**config.mk**
```make
export PLATFORM = sky130hd
export DESIGN_NAME = nest_irq_ctrl
export DESIGN_NICKNAME = d
export VERILOG_FILES = /design/src/rtl/nirq_pkg.sv /design/src/rtl/nirq_edge_latch.sv /design/src/rtl/nirq_stage.sv /design/src/rtl/nest_irq_ctrl.sv
export SDC_FILE = /design/constraint.sdc
export NUM_CORES = 1
export LEC_CHECK = 0
export CORE_MARGIN = 1
export CORE_UTILIZATION = 30
export DETAILED_ROUTE_END_ITERATION = 8
export SYNTH_ARGS = -nofsm -noshare
export SYNTH_HDL_FRONTEND = slang
export SYNTH_SLANG_ARGS = --single-unit
```
**constraint.sdc**
```tcl
create_clock -name clk -period 8.3 [get_ports clk]
set_clock_uncertainty 0.2 [all_clocks]
set_input_delay 1.66 -clock clk [delete_from_list [all_inputs] [get_ports clk]]
set_output_delay 1.66 -clock clk [all_outputs]
set_load 0.05 [all_outputs]
```
**src/rtl/nirq_pkg.sv**
```systemverilog
package nirq_pkg;

    localparam int MAX_LINES = 32;
    localparam int PICK_W    = 5;
    localparam logic [7:0] EOI_CMD = 8'h20;

    typedef enum logic [1:0] {
        REG_CMD  = 2'd0,
        REG_MASK = 2'd1,
        REG_ISR  = 2'd2,
        REG_PEND = 2'd3
    } reg_sel_e;

    typedef struct packed {
        logic                found;
        logic [PICK_W-1:0]   idx;
    } pick_t;

    typedef struct packed {
        logic take;
        logic eoi;
        logic mask_we;
    } stage_ctl_t;

    // Lowest set bit wins: lower line number means higher priority.
    function automatic pick_t pick_lowest(input logic [MAX_LINES-1:0] v);
        pick_t r;
        r.found = 1'b0;
        r.idx   = '0;
        for (int i = MAX_LINES - 1; i >= 0; i--) begin
            if (v[i]) begin
                r.found = 1'b1;
                r.idx   = PICK_W'(i);
            end
        end
        return r;
    endfunction

endpackage

```
**src/rtl/nirq_edge_latch.sv**
```systemverilog
module nirq_edge_latch
    import nirq_pkg::*;
#(
    parameter int                    W         = 8,
    parameter logic [MAX_LINES-1:0]  LEVEL_MAP = '0
) (
    input  logic         clk,
    input  logic         rst,
    input  logic [W-1:0] line,
    input  logic [W-1:0] clr,
    output logic [W-1:0] pend
);

    for (genvar g = 0; g < W; g++) begin : g_bit
        if (LEVEL_MAP[g]) begin : g_level
            // Sampled each cycle; a take forces one cycle of zero while
            // the upstream source withdraws its request.
            logic lvl_q;
            always_ff @(posedge clk) begin
                if (rst) lvl_q <= 1'b0;
                else     lvl_q <= line[g] & ~clr[g];
            end
            assign pend[g] = lvl_q;
        end else begin : g_edge
            logic prev_q;
            logic pend_q;
            always_ff @(posedge clk) begin
                if (rst) begin
                    prev_q <= 1'b0;
                    pend_q <= 1'b0;
                end else begin
                    prev_q <= line[g];
                    pend_q <= (pend_q & ~clr[g]) | (line[g] & ~prev_q);
                end
            end
            assign pend[g] = pend_q;
        end
    end

endmodule

```
**src/rtl/nirq_stage.sv**
```systemverilog
module nirq_stage
    import nirq_pkg::*;
#(
    parameter int                   N         = 8,
    parameter logic [MAX_LINES-1:0] LEVEL_MAP = '0,
    localparam int                  IDX_W     = (N > 1) ? $clog2(N) : 1
) (
    input  logic             clk,
    input  logic             rst,
    input  logic [N-1:0]     lines,
    input  stage_ctl_t       ctl,
    input  logic [N-1:0]     mask_d,
    output logic [N-1:0]     mask_q,
    output logic [N-1:0]     pend_q,
    output logic [N-1:0]     isr_q,
    output logic             req,
    output logic [IDX_W-1:0] idx
);

    pick_t        cand;
    pick_t        top_srv;
    logic [N-1:0] grant_oh;
    logic [N-1:0] eoi_oh;

    always_comb begin
        cand    = pick_lowest(MAX_LINES'(pend_q & ~mask_q));
        top_srv = pick_lowest(MAX_LINES'(isr_q));
        req     = cand.found && (!top_srv.found || (cand.idx < top_srv.idx));
        grant_oh = (ctl.take && req)        ? (N'(1) << cand.idx)    : '0;
        eoi_oh   = (ctl.eoi && top_srv.found) ? (N'(1) << top_srv.idx) : '0;
        idx     = cand.idx[IDX_W-1:0];
    end

    nirq_edge_latch #(.W(N), .LEVEL_MAP(LEVEL_MAP)) u_latch (
        .clk  (clk),
        .rst  (rst),
        .line (lines),
        .clr  (grant_oh),
        .pend (pend_q)
    );

    always_ff @(posedge clk) begin
        if (rst) begin
            mask_q <= '1;
            isr_q  <= '0;
        end else begin
            if (ctl.mask_we) mask_q <= mask_d;
            isr_q <= (isr_q & ~eoi_oh) | grant_oh;
        end
    end

endmodule

```
**src/rtl/nest_irq_ctrl.sv**
```systemverilog
module nest_irq_ctrl
    import nirq_pkg::*;
#(
    parameter int          LINES     = 8,
    parameter int          CASC_LINE = 2,
    parameter logic [7:0]  EOI_CODE  = EOI_CMD,
    localparam int         TOTAL     = 2 * LINES,
    localparam int         VEC_W     = $clog2(TOTAL + 1),
    localparam int         IDX_W     = $clog2(LINES),
    localparam int         STAGES    = 2
) (
    input  logic             clk,
    input  logic             rst,
    input  logic [TOTAL-1:0] irq_lines,
    input  logic             nmi,
    input  logic             ack,
    input  logic             wr_en,
    input  logic [2:0]       addr,
    input  logic [LINES-1:0] wdata,
    output logic [LINES-1:0] rdata,
    output logic             int_out,
    output logic             vec_valid,
    output logic [VEC_W-1:0] vec_num
);

    localparam int NMI_VEC = TOTAL;

    logic [LINES-1:0] st_lines [STAGES];
    logic [LINES-1:0] st_mask  [STAGES];
    logic [LINES-1:0] st_pend  [STAGES];
    logic [LINES-1:0] st_isr   [STAGES];
    logic             st_req   [STAGES];
    logic [IDX_W-1:0] st_idx   [STAGES];
    stage_ctl_t       st_ctl   [STAGES];

    logic nmi_pend;
    logic nmi_clr;
    logic p_take;
    logic s_take;
    logic eoi_hit;
    logic unused_rsvd;

    assign unused_rsvd = irq_lines[CASC_LINE];

    always_comb begin
        for (int i = 0; i < LINES; i++) begin
            st_lines[0][i] = (i == CASC_LINE) ? st_req[1] : irq_lines[i];
        end
        st_lines[1] = irq_lines[TOTAL-1:LINES];

        nmi_clr = ack && nmi_pend;
        p_take  = ack && !nmi_pend && st_req[0];
        s_take  = p_take && (st_idx[0] == IDX_W'(CASC_LINE));
        eoi_hit = wr_en && (addr[1:0] == REG_CMD) && (wdata == EOI_CODE);

        for (int s = 0; s < STAGES; s++) begin
            st_ctl[s].take    = (s == 0) ? p_take : s_take;
            st_ctl[s].eoi     = eoi_hit && (addr[2] == s[0]);
            st_ctl[s].mask_we = wr_en && (addr[1:0] == REG_MASK) && (addr[2] == s[0]);
        end
    end

    for (genvar s = 0; s < STAGES; s++) begin : g_stage
        nirq_stage #(
            .N         (LINES),
            .LEVEL_MAP ((s == 0) ? (MAX_LINES'(1) << CASC_LINE) : '0)
        ) u_stage (
            .clk    (clk),
            .rst    (rst),
            .lines  (st_lines[s]),
            .ctl    (st_ctl[s]),
            .mask_d (wdata),
            .mask_q (st_mask[s]),
            .pend_q (st_pend[s]),
            .isr_q  (st_isr[s]),
            .req    (st_req[s]),
            .idx    (st_idx[s])
        );
    end

    nirq_edge_latch #(.W(1), .LEVEL_MAP('0)) u_nmi (
        .clk  (clk),
        .rst  (rst),
        .line (nmi),
        .clr  (nmi_clr),
        .pend (nmi_pend)
    );

    assign int_out = nmi_pend || st_req[0];

    always_comb begin
        case (reg_sel_e'(addr[1:0]))
            REG_MASK: rdata = st_mask[addr[2]];
            REG_ISR:  rdata = st_isr[addr[2]];
            REG_PEND: rdata = st_pend[addr[2]];
            default:  rdata = '0;
        endcase
    end

    always_ff @(posedge clk) begin
        if (rst) begin
            vec_valid <= 1'b0;
            vec_num   <= '0;
        end else begin
            vec_valid <= nmi_clr || p_take;
            if (nmi_clr)     vec_num <= VEC_W'(NMI_VEC);
            else if (s_take) vec_num <= VEC_W'(LINES) + VEC_W'(st_idx[1]);
            else if (p_take) vec_num <= VEC_W'(st_idx[0]);
        end
    end

endmodule

```
==> out/metrics.csv <==
metric,value,unit
status,completed,
cts_tree,yes,
p_sw_share,23.4,%
p_clk_share,49.5,%
dieArea,13100,um2
rows,40,
viasPerCell,5.27,
synth_top_area_share,37.5,%
synthArstFlopShare,0,%
rsz0062_at_grt,false,
instances_no_fill,664,
cts_inserted_buffers,9,
path_clk_slew,0.05,ns
p_sw,0.000226,W
yosysSeqAreaShare,37.5,%
wirelength,10.7,mm
leakage,1.74,nW
combPwrFrac,12.3,%
worst_ep_required_time,6.44,ns
core,12200,um2
antenna_found_initial,0,
synthAdderAreaFrac,1.32,%
synth-main-ff-cell,dfxtp_1,
cts_buffer_depth,2,
ctsRootBufferMaster,clkbuf_16,
grt_usage,17.3,%
netlist_instances,454,
io_pins,47,
hold_buffers,0,
layout.nets,527,
max_stage_delay,1.13,ns
chipHeight,114,um
grt_pass1_wl,17.3,mm
synth_nets,490,
critPathLaunchType,primary input,
setup.worst_path.end_class,primary output,
p_seq_share,38.2,%
crit_arrival,4.87,ns
finalSetupTns,0,ns
clock.fmax,149,MHz
grt_max_degree,46,
grt_overflow,0,
synth_edf_count,0,
drv_cap,0,
ant_nets,0,
yosys.area_share.simple,26.3,%
synth_top_family_by_area,simple AND/OR/NAND/NOR gates,
ys_ff_latch,71,
layout_common_cells,"71 x dfxtp_1, 46 x nand2_1, 44 x clkdlybuf4s50_1, 38 x nor2b_1, 37 x nor2_1",
rr_worst_depth,9,
ys_types,58,
p_per_area,204,nW/um2
post-cts-setup-buffer-count,0,
critPathTopFamily,buffers and inverters,
portBuffers,45,
die_x,114,um
avgSynthCellArea,8.34,um2
gp_congestion,0.896,
crit_top_cell,clkdlybuf4s50_1,
ir_drop,0.000120,V
slew_viol_final,0,
synth_area,3790,um2
placed_cells_incl_taps,648,
cts_resized,0,
holdPathStages,2,
first_pass_iters,4,
start_util,31.1,%
p_int,0.000740,W
cp_slowest_cell,nor2b_1,
drive_above_1_share,9.27,%
synth-compound-area-share,24.2,%
critical_path_class,primary input to primary output,
cp.depth,5,
crit_chain,"clkdlybuf4s50_1, nor2b_1, a221oi_1, nor2_1, clkdlybuf4s50_1",
max_slew_margin,16.2,%
clock-sinks,71,
yosysTopAreaCell,dfxtp_1,
num_vias,3498,
finalHoldViolations,0,
clk_latency,0.34,ns
grt_pass1_vias,3381,
cp.buffers_inverters,2,
wire_per_inst,16.1,um
period_needed,6.73,ns
layout_commonest_cell,dfxtp_1,
area_growth,25.1,%
synth_area_leaders,"dfxtp_1 38%, nor2b_1 6.3%, a21oi_1 4.8%",
fillCellCount,1245,
h-tree-depth,3,
antennaDiodeCount,0,
fin_hold_ws,0.270,ns
min_path_type,flip-flop to flip-flop,
dp_hpwl,7.79,mm
worst_pin_slew,1.25,ns
synthMuxAreaShare,6.31,%
synth-xor-area-share,0,%
finalCritPeriodShare,81.1,%
drc,0,
setup_violations,0,
worstPathMaxFanout,19,
synth_warnings,0,
drt_iter0_drc,242,
-- cells in the mapped netlist (all sizes together) (9+ instances only) --
library cell and number:
mux2 15, o21ai 25, nand3 16, nand2b 13, nor2b 39, o211ai 9, nand2 46, dfxtp 71
a21oi 36, clkbuf 16, inv 19, nor2 37, a221oi 17, nor3 12
-- metrics by stage --
stage          util, %  power [W]  area (um2)  worst slack (ns)
6_report          39.0   0.000967        4740              1.57
5_1_grt           39.0    0.00100        4740              1.39
4_1_cts           39.0   0.000977        4740              1.58
3_5_place_dp      35.9   0.000495        4370              1.61
3_3_place_gp      35.9   0.000493        4370              1.73
2_1_floorplan        -   0.000449        3790              3.11
-- final cells by class --
cell class,count,area (um2),area share [%]
inverter,20,75.1,1.58
clock inverter,5,129,2.72
timing repair buffer,47,460,9.72
sequential,71,1420,30.0
multi-input combinational,342,2200,46.4
tap,168,210,4.44
clock buffer,11,243,5.12
-- state kept, by name, summed over array words and instances (netlist names) --
| signal | cells |
|---|---|
| g_stage.u_stage.isr_q | 16 |
| g_stage.u_stage.mask_q | 16 |
| g_stage.u_stage.u_latch.g_bit.g_edge.pend_q | 15 |
| g_stage.u_stage.u_latch.g_bit.g_edge.prev_q | 15 |
| g_stage.u_stage.u_latch.g_bit.g_level.lvl_q | 1 |
| u_nmi.g_bit.g_edge.prev_q | 1 |
| u_nmi.pend | 1 |
| vec_num | 5 |
| vec_valid | 1 |
-- routing by layer --
metal  up-vias  GRT usage [%]  routed length (um)
met2       126           26.5                4690
met5         -              0                   0
met3        14           4.34                 825
met1      1641           23.2                4990
li1       1717              -                   -
met4         0           6.67                 195
-- logic make-up after synthesis --
family	Yosys count
buffers and inverters	41
adder cells (fa/ha/maj)	4
flip-flops	71
multiplexers	22
AND/OR/NAND/NOR	191
AO/OA/AOI/OAI	125
-- power groups by stage --
stage,clock network (W),logic [W],registers (W)
floorplan,0,0.0000751,0.000374
global placement,0,0.000117,0.000376
detailed placement,0,0.000118,0.000377
CTS,0.000488,0.000119,0.000369
global route,0.000503,0.000128,0.000371
finish,0.000478,0.000119,0.000370
-- worst min-delay path, cell delays in order, from the launching register on --
cell and delay [ns]:
dfxtp_1 0.30, inv_1 0.04, a32o_1 0.10
-- path summary, 6_finish.rpt --
check / end / slack [ns] / from
hold / removal: g_stage[1].u_stage.u_latch.g_bit[4].g_edge.pend_q$_SDFF_PP0_ / 0.27 / g_stage[1].u_stage.u_latch.g_bit[4].g_edge.prev_q$_SDFF_PP0_
setup reg to reg: g_stage[1].u_stage.u_latch.g_bit[0].g_edge.pend_q$_SDFF_PP0_ / 4.73 / g_stage[0].u_stage.mask_q[7]$_SDFFE_PP1P_
hold reg to reg: g_stage[1].u_stage.u_latch.g_bit[4].g_edge.pend_q$_SDFF_PP0_ / 0.27 / g_stage[1].u_stage.u_latch.g_bit[4].g_edge.prev_q$_SDFF_PP0_
setup / recovery: rdata[0] / 1.57 / addr[1]
(Power assumes the default switching activity.)
